**src/rtl/qenc_counter.sv**
```systemverilog
module qenc_counter #(
  parameter int W = 16
) (
  input  logic         clk,
  input  logic         rst_n,
  input  logic         en,
  input  logic [1:0]   mode,
  input  logic [1:0]   edge_sel,
  input  logic         keep,
  input  logic [W-1:0] load_val,
  input  logic         enc_a,
  input  logic         enc_b,
  output logic [W-1:0] count,
  output logic         up_stb,
  output logic         dn_stb,
  output logic         ovf_stb,
  output logic         unf_stb
);

  localparam logic [W-1:0] MAXV = {W{1'b1}};

  logic       a_q, b_q, en_q;
  logic [1:0] mode_l, esel_l;
  logic       keep_l;

  always_ff @(posedge clk or negedge rst_n) begin
    if (!rst_n) begin
      a_q    <= 1'b0;
      b_q    <= 1'b0;
      en_q   <= 1'b0;
      mode_l <= 2'b00;
      esel_l <= 2'b00;
      keep_l <= 1'b0;
    end else begin
      a_q  <= enc_a;
      b_q  <= enc_b;
      en_q <= en;
      if (!en) begin
        mode_l <= mode;
        esel_l <= edge_sel;
        keep_l <= keep;
      end
    end
  end

  wire a_r = enc_a & ~a_q;
  wire a_f = ~enc_a & a_q;
  wire b_r = enc_b & ~b_q;
  wire b_f = ~enc_b & b_q;

  wire [1:0] esel_eff = mode_l[1] ? 2'b11 : esel_l;
  wire a_v = (esel_eff[0] & a_r) | (esel_eff[1] & a_f);
  wire b_v = (esel_eff[0] & b_r) | (esel_eff[1] & b_f);
  wire a_chg = a_r | a_f;
  wire b_chg = b_r | b_f;

  logic inc, dec;
  always_comb begin
    inc = 1'b0;
    dec = 1'b0;
    case (mode_l)
      2'b00: begin
        inc = a_v & ~enc_b;
        dec = a_v & enc_b;
      end
      2'b01: begin
        inc = a_v & ~b_v;
        dec = b_v & ~a_v;
      end
      2'b10: begin
        inc = ~enc_b & a_f;
        dec = ~enc_b & a_r;
      end
      default: begin
        if (a_chg & ~b_chg) begin
          inc = (a_r & ~enc_b) | (a_f & enc_b);
          dec = (a_r & enc_b) | (a_f & ~enc_b);
        end else if (b_chg & ~a_chg) begin
          inc = (b_r & enc_a) | (b_f & ~enc_a);
          dec = (b_r & ~enc_a) | (b_f & enc_a);
        end
      end
    endcase
  end

  wire start  = en & ~en_q;
  wire do_ld  = start & ~keep_l;
  wire go_up  = en & ~do_ld & inc;
  wire go_dn  = en & ~do_ld & dec;

  always_ff @(posedge clk or negedge rst_n) begin
    if (!rst_n) begin
      count   <= '0;
      up_stb  <= 1'b0;
      dn_stb  <= 1'b0;
      ovf_stb <= 1'b0;
      unf_stb <= 1'b0;
    end else begin
      up_stb  <= go_up;
      dn_stb  <= go_dn;
      ovf_stb <= go_up & (count == MAXV);
      unf_stb <= go_dn & (count == '0);
      if (!en) begin
        if (!keep) count <= '0;
      end else if (do_ld) begin
        count <= load_val;
      end else if (go_up) begin
        count <= count + 1'b1;
      end else if (go_dn) begin
        count <= count - 1'b1;
      end
    end
  end

endmodule


```
**config.mk**
```make
export PLATFORM = sky130hd
export DESIGN_NAME = qenc_counter
export DESIGN_NICKNAME = d
export VERILOG_FILES = /design/src/rtl/qenc_counter.sv
export SDC_FILE = /design/constraint.sdc
export NUM_CORES = 1
export LEC_CHECK = 0
export BUFFER_PORTS_ARGS = -buffer_cell sky130_fd_sc_hd__buf_4
export CORE_UTILIZATION = 30
export CTS_CLUSTER_DIAMETER = 80
export DETAILED_ROUTE_END_ITERATION = 6
export GPL_ROUTABILITY_DRIVEN = 0
export SYNTH_ARGS = -nofsm -noshare
export SYNTH_HDL_FRONTEND = slang
export SYNTH_SLANG_ARGS = --single-unit
```
**constraint.sdc**
```tcl
create_clock -name clk -period 3.3 [get_ports clk]
set_input_delay 0.66 -clock clk [delete_from_list [all_inputs] [get_ports clk]]
set_output_delay 0.66 -clock clk [all_outputs]
set_load 0.02 [all_outputs]
```
== Word level (Yosys, flattened, before mapping) ==
Cells that the tools add are included.

* Register bits: 28
* Bits of input ports: 26
* Output and inout bits: 20
* Word-level logic and storage cells: 81

* Add/sub/neg operators: 2
* Equality and inequality tests: 5
* Multiplexer cells: 12
* Bitwise logic cells: 48
* Reductions and logical operators: 3

{| class="wikitable"
|+ Operator list
! cell !! count
|-
| 16-bit two-way mux || 5
|-
| 1-bit AND || 29
|-
| 16-bit by 1-bit adder with 16-bit output, second input constant || 1
|-
| 16-bit equality test, second input constant || 1
|-
| 16-bit logical NOT || 1
|-
| 16-bit by 1-bit subtractor with 16-bit output, second input constant || 1
|-
| 1-bit inverter || 11
|-
| 1-bit OR || 8
|-
| 1-bit one-hot mux with 3 select lines || 2
|-
| 1-bit two-way mux || 4
|-
| 4-bit by 1-bit inequality test with 1-bit output, second input constant || 1
|-
| 2-bit by 1-bit equality test with 1-bit output, second input constant || 1
|-
| 2-bit equality test, second input constant || 1
|-
| 2-bit logical NOT || 1
|-
| 2-bit two-way mux || 1
|-
| 2-bit by 1-bit inequality test with 1-bit output, second input constant || 1
|-
| 2-bit AND reduction || 1
|}

== Depth between registers and ports, before layout ==
Gate-level depths: netlist (run 1).

* Word-level depth: 13
* Mapped depth: 15
* Gate-level depth less buffers: 15

== Least setup slack after synthesis (run 1) ==
OpenSTA, ideal clock, no wires.

* Kind: in2reg
* From: input enc_b
* To: register count[15]
* Library setup time: 0.138 ns
* Data arrival time: 3.544 ns
* Required time: 3.162 ns
* Path slack: -0.382 ns
* Stages on the path: 15
* Cell sequence: inv_1 > ha_1 > nand2b_1 > o22ai_1 > or2_1 > nand4_2 > ha_1 > buf_6 > a21o_1 > nand3_2 > a31oi_1 > a211o_1 > a21o_1 > a2111oi_0 > a21oi_1

* Longest elaborated chain between the ends: 11
* Elaborated cells on any way between the ends: 40

{| class="wikitable"
|+ Ends and longest elaborated chain
! item !! line !! source
|-
| from (decl) || 12 || <nowiki>input logic enc_b,</nowiki>
|-
| 1-bit inverter || n/a ||
|-
| 1-bit AND || 49 || <nowiki>wire b_f = ~enc_b & b_q;</nowiki>
|-
| 1-bit AND (tied with other cells) || 79 || <nowiki>inc = (b_r & enc_a) | (b_f & ~enc_a);</nowiki>
|-
| 1-bit OR (tied with other cells) || 79 ||
|-
| 1-bit two-way mux (tied with other cells) || 78 || <nowiki>end else if (b_chg & ~a_chg) begin</nowiki>
|-
| 1-bit two-way mux / 1-bit AND (equally long branches) || 75, 67 ||
|-
| 1-bit one-hot mux with 3 select lines || 61 || <nowiki>case (mode_l)</nowiki>
|-
| 1-bit AND || 88 || <nowiki>wire go_up = en & ~do_ld & inc;</nowiki>
|-
| 16-bit two-way mux || 107 || <nowiki>end else if (go_up) begin</nowiki>
|-
| 16-bit two-way mux || 105 || <nowiki>end else if (do_ld) begin</nowiki>
|-
| 16-bit two-way mux || 103 || <nowiki>if (!en) begin</nowiki>
|-
| to (signal assigned) || 106 || <nowiki>count <= load_val;</nowiki>
|-
| to (signal assigned) || 108 || <nowiki>count <= count + 1'b1;</nowiki>
|-
| to (signal assigned) || 110 || <nowiki>count <= count - 1'b1;</nowiki>
|-
| to (decl) || 13 || <nowiki>output logic [W-1:0] count,</nowiki>
|}

Several ways; a longest one is shown, not always the timed one.
A chain may end at the register's enable or synchronous reset.

== Final worst setup path (run 1) ==
* From: input enc_b
* To: register count[12]

The elaborated chain is that of the path after synthesis.

==> out/metrics.cfg, run 1 <==
[run_status]
status=finished, final reports clean

[logic_synthesis]
synthTopCellsByCount=28 x dfrtp_1, 22 x nand2_1, 19 x ha_1
avgSynthCellArea_um2=9.11
syn_nets=293
synthArstFlopShare=1.00
synth_top_area_frac=0.311
yosys-top-cells-area=dfrtp_1 31%, ha_1 11%, a21oi_1 3.8%
synth-main-ff-cell=dfrtp_1
ys_ff_latch=28
ys_seq_area_frac=0.311
yosysWarnings=0
syn_area_um2=2250
synth.most_common_cell=dfrtp_1
synth_edf_count=0
yosys.cell_types.count=57
synthCells=247
synth_top_area_cell=dfrtp_1

[floorplanning]
die_y_um=88.6
core-area_um2=7250
initial_core_util=0.310
die_area_um2=7850
io_pins=46
rows=31
dieWidth_um=88.6

[sta]
fin_crit_sh=0.976
setup_tns_ns=0
worstMarginPinSlew_ns=0.725
setup_viol=0
finalClockSkew_ns=0.00284
fin_ws_ns=0.0791
rsz0062_at_grt=yes
period_minus_slack_ns=3.22
relSlewSlack=0.509
drv_slew=0
max_freq_ghz=0.310
hold_viol=0

[setup_path]
cp_cell_sequence=buf_4, inv_4, ha_4, nand2b_4, o22ai_1, or2_1, nand4_4, buf_12, ha_4, a21o_1, a2111oi_2, o21ba_2, o31ai_2, xnor2_1, nor2_1, a221o_1
crit_family=compound AO/OA/AOI/OAI gates
crit_top_cell=ha_4
slowest_delay_ns=0.34
arrival_ns=3.40
critPathMaxFanout=8
criticalPathCategory=input pin to flip-flop
required_ns=3.48
cp-start-kind=input pin
end_kind=flip-flop
path_buf_inv=3
slowest_stage=a2111oi_2

[cells_and_area]
utilization=0.451
finalNetCount=372
areaGrowthSynthToFinish_pct=45.3
top_register=count
diodes=0
drive_above_1_share=0.412
largest_reg_flops=16
final_cells=424
reg_top3=count: 16 flops, esel_l: 2 flops, mode_l: 2 flops

[drt]
initialDrtViolationCount=99
viasPerCell=5.10
postRouteAntennaNets=0
drcViolationCount=0
routed_wl_um=6510
firstDrtPassIters=4
vias=2163
wl_per_cell_um=15.3

[power]
power_leakage_nw=1.45
power_density_nw_per_um2=895
ir_drop_mv=0.311

[clock_tree]
cts_tree=done
h-tree-depth=1
cts-root-buf=clkbuf_8
clk_path_buf_depth=2
clkLatencyLatePin_ns=0.28
cts.clk_slew.worst_paths_ns=0.11
cts_sinks=28
postCtsResizedCells=0
cts_hold_buffers=0
cts_setup_buffers=0
cts_buffers=3

[global_routing]
grtUsageMet1=0.247
busiest_layer=met2
grt_use_met2=0.285
grt_pass1_wl_um=10600
grt_antenna_before_repair=0
grt_usage=0.173
grt_overflow=0
grt_pass1_vias=2166
grt_util_met3=0.0205
grt_max_degree=31

[worst_hold_path]
hold_class=input pin to asynchronous set/reset pin

[place]
portBuffers=45
pre_cts_ws_ns=-0.242
placed_cells=420
hpwl_um=4990

[job]
cap_violations=0

## logic make-up (layout without fill, tap and decap cells)
| logic type | count (synthesis) | after routing | synth area share |
|---|---|---|---|
| adder cells (fa/ha/maj) | 20 | 20 | 0.115 |
| multiplexers | 8 | 8 | 0.0378 |
| AO/OA/AOI/OAI | 80 | 80 | 0.260 |
| flip-flops | 28 | 28 | 0.311 |
| XOR/XNOR | 11 | 11 | 0.0428 |
| AND/OR/NAND/NOR | 78 | 78 | 0.182 |
| buffers and inverters | 22 | 100 | 0.0512 |
## path summary, 6_finish.rpt
| check | cells after the start | to | slack, ns | startpoint |
|---|---|---|---|---|
| worst max-delay path | 16 | count[12] | 0.08 | enc_b |
| worst min-delay path | 1 | count[3] | 0.28 | rst_n |
| worst max register to register | 16 | count[12] | 0.14 | b_q |
| worst min register to register | 2 | keep_l | 0.57 | keep_l |
| max in group asynchronous | 1 | en_q | 2.74 | rst_n |
| min in group clk | 1 | a_q | 0.51 | enc_a |
## routing by layer
metal  part of all wire  vias up  wire length [um]
met1               0.49     1028              3220
met2               0.46       48              2980
met3              0.037        9               244
li1                   -     1078                 -
met4              0.010        0                65
met5                  0        -                 0
## worst register-to-register path, stage by stage, from the launching register on
cell and delay (ns):
dfrtp_1 0.42, inv_1 0.06, ha_1 0.22, mux2i_1 0.14, o22ai_1 0.08, or2_1 0.24, nand4_4 0.10, buf_4 0.13
inv_4 0.03, fa_2 0.32, nand2b_1 0.17, a21oi_2 0.23, a211oi_2 0.10, o31ai_2 0.29, xnor2_1 0.18, nor2_1 0.07
a221o_1 0.26
## cell type report
class	instances	area, um2
Clock buffer	3	41.3
Clock inverter	1	30.0
Fill cell	710	3980
Inverter	12	50.0
Multi-Input combinational cell	197	1680
Sequential cell	28	701
Tap cell	99	124
Timing Repair Buffer	84	643
## through the flow
step	hold WS (ns)	power [mW]	cell area, um2
6_report	0.285	2.93	3270
5_1_grt	0.302	3.17	3270
4_1_cts	0.296	2.80	3180
3_5_place_dp	0.545	2.50	3110
3_3_place_gp	0.536	2.47	3110
2_1_floorplan	0.364	1.80	2420
## cells in the final DEF, fill, tap and decap left out, types with 3 or more instances in the layout
cell type,count
inv_1,7
dfrtp_1,28
mux2i_1,4
a21o_1,6
a21oi_2,3
a21oi_1,15
o21a_1,5
nor2b_1,3
ha_1,8
nor2_1,15
nand2b_1,6
xor2_1,7
nor3_1,4
nand2_1,22
nor4_1,4
clkbuf_8,3
o21ai_1,5
and3_1,3
a22o_1,5
inv_2,3
xnor2_1,3
buf_4,83
o21ai_0,14
mux2_2,4
nand4_1,7
ha_4,10
o31ai_2,3
## power breakdown
group          switching (mW)  internal [mW]  total, mW
combinational           0.992           1.05       2.04
sequential              0.168          0.432      0.600
clock                   0.124          0.163      0.286
Power figures use the tool's default switching activity.
==> run 2: changes to the inputs <==
- clock period: 3.3 -> 3.2 ns (I/O delays scaled with it)
==> out/metrics.cfg, run 2 (synthesis results as in run 1) <==
[run_status]
status=finished with violations
violations=setup timing

[global_routing]
grt_overflow=0
grt_max_degree=31
grt_usage=0.182
grt_antenna_before_repair=0
grt_pass1_wl_um=10800
grt_pass1_vias=2189

[floorplanning]
die_y_um=88.6
initial_core_util=0.310
rows=31
core-area_um2=7250
io_pins=46
dieWidth_um=88.6
die_area_um2=7850

[cells_and_area]
finalNetCount=378
drive_above_1_share=0.453
final_cell_mix=83 x buf_4, 28 x dfrtp_1, 22 x nand2_1, 15 x nor2_1
final_cells=430
reg_top3=count: 16 flops, esel_l: 2 flops, mode_l: 2 flops
top_register=count
final_area_um2=3410
diodes=0
largest_reg_flops=16
final_common_cell=buf_4
areaGrowthSynthToFinish_pct=51.8

[sta]
worstMarginPinSlew_ns=0.675
fin_crit_sh=1.00
relSlewSlack=0.543
setup_tns_ns=-0.00196
max_freq_ghz=0.312
hold_viol=0
finalClockSkew_ns=0.00385
rsz0062_at_grt=yes
drv_slew=0
fin_ws_ns=-0.00196
setup_viol=1
period_minus_slack_ns=3.20

[clock_tree]
h-tree-depth=1
cts_tree=done
cts_buffers=3
clk_path_buf_depth=2
clkLatencyLatePin_ns=0.29
cts-root-buf=clkbuf_8
cts.clk_slew.worst_paths_ns=0.11
cts_sinks=28
cts_hold_buffers=0

[worst_hold_path]
hold_class=input pin to asynchronous set/reset pin

[setup_path]
regToRegSetupSlack_ns=0.02
cp-start-kind=input pin
r2r-start=b_q
criticalPathCategory=input pin to flip-flop
r2r_cells=13
reg2reg_to=count[15]
end_kind=flip-flop
critPathMaxFanout=7
arrival_ns=3.38
required_ns=3.37

[place]
portBuffers=45
post_dp_cell_area_um2=3140
placed_cells=422
hpwl_um=5090

[drt]
drcViolationCount=0
routed_wl_um=6900
wl_per_cell_um=16.1
initialDrtViolationCount=85
firstDrtPassIters=4
viasPerCell=5.21
vias=2240
postRouteAntennaNets=0

[power]
ir_drop_mv=0.237
power_leakage_nw=1.49
power_density_nw_per_um2=912

[job]
cap_violations=0

-- run 2: what timing repair did --
item,4_1_cts,5_1_grt
endpoints found under the setup margin,4,8
pin swaps,7,18
setup buffers,1,3
endpoints found under the hold margin,0,0
gates resized for setup,7,28
-- run 2: worst max path at each step --
stage | start | cells past startpoint | to
after floorplan | enc_a | 15 | count[12]
after global placement | enc_a | 16 | count[12]
after detailed placement | enc_a | 16 | count[12]
after CTS | enc_a | 16 | count[10]
after global routing | b_q | 14 | count[15]
final | enc_b | 15 | count[15]
-- run 2: layout make-up --
type	instances	area (um2)
tap	99	124
multi-input combinational	197	1770
clock buffer	4	55.1
timing repair buffer	90	719
inverter	12	50.0
sequential	28	701
fill	690	3840
-- run 2: per-stage QoR --
step / worst slack [ns] / util / hold slack (ns) / total power, mW
2_1_floorplan: -0.225 / - / 0.344 / 1.87
5_1_grt: -0.132 / 0.471 / 0.285 / 3.36
6_report: -0.00196 / 0.471 / 0.263 / 3.11
3_5_place_dp: -0.403 / 0.433 / 0.560 / 2.59
4_1_cts: -0.0282 / 0.448 / 0.276 / 2.92
3_3_place_gp: -0.388 / 0.433 / 0.537 / 2.55
-- run 2: worst max-delay path, stage by stage --
cell	delay [ns]
buf_6	0.11
inv_4	0.06
ha_4	0.20
nand2b_4	0.14
o22ai_2	0.15
or2_1	0.15
nand4_4	0.15
buf_4	0.18
ha_2	0.33
a21oi_2	0.21
a31oi_1	0.13
a211o_4	0.32
a21o_1	0.22
a2111oi_4	0.31
a21oi_1	0.06
-- run 2: power by group --
part           internal (mW)  switching [mW]
clock                  0.111           0.124
sequential             0.445           0.174
combinational           1.18            1.08
-- run 2: per-layer routing --
| layer | global-route usage | share of wire | vias to the layer above |
|---|---|---|---|
| met1 | 0.239 | 0.44 | 1083 |
| li1 | - | - | 1091 |
| met2 | 0.310 | 0.50 | 58 |
| met3 | 0.0261 | 0.042 | 8 |
| met5 | 0 | 0 | - |
| met4 | 0.0513 | 0.015 | 0 |
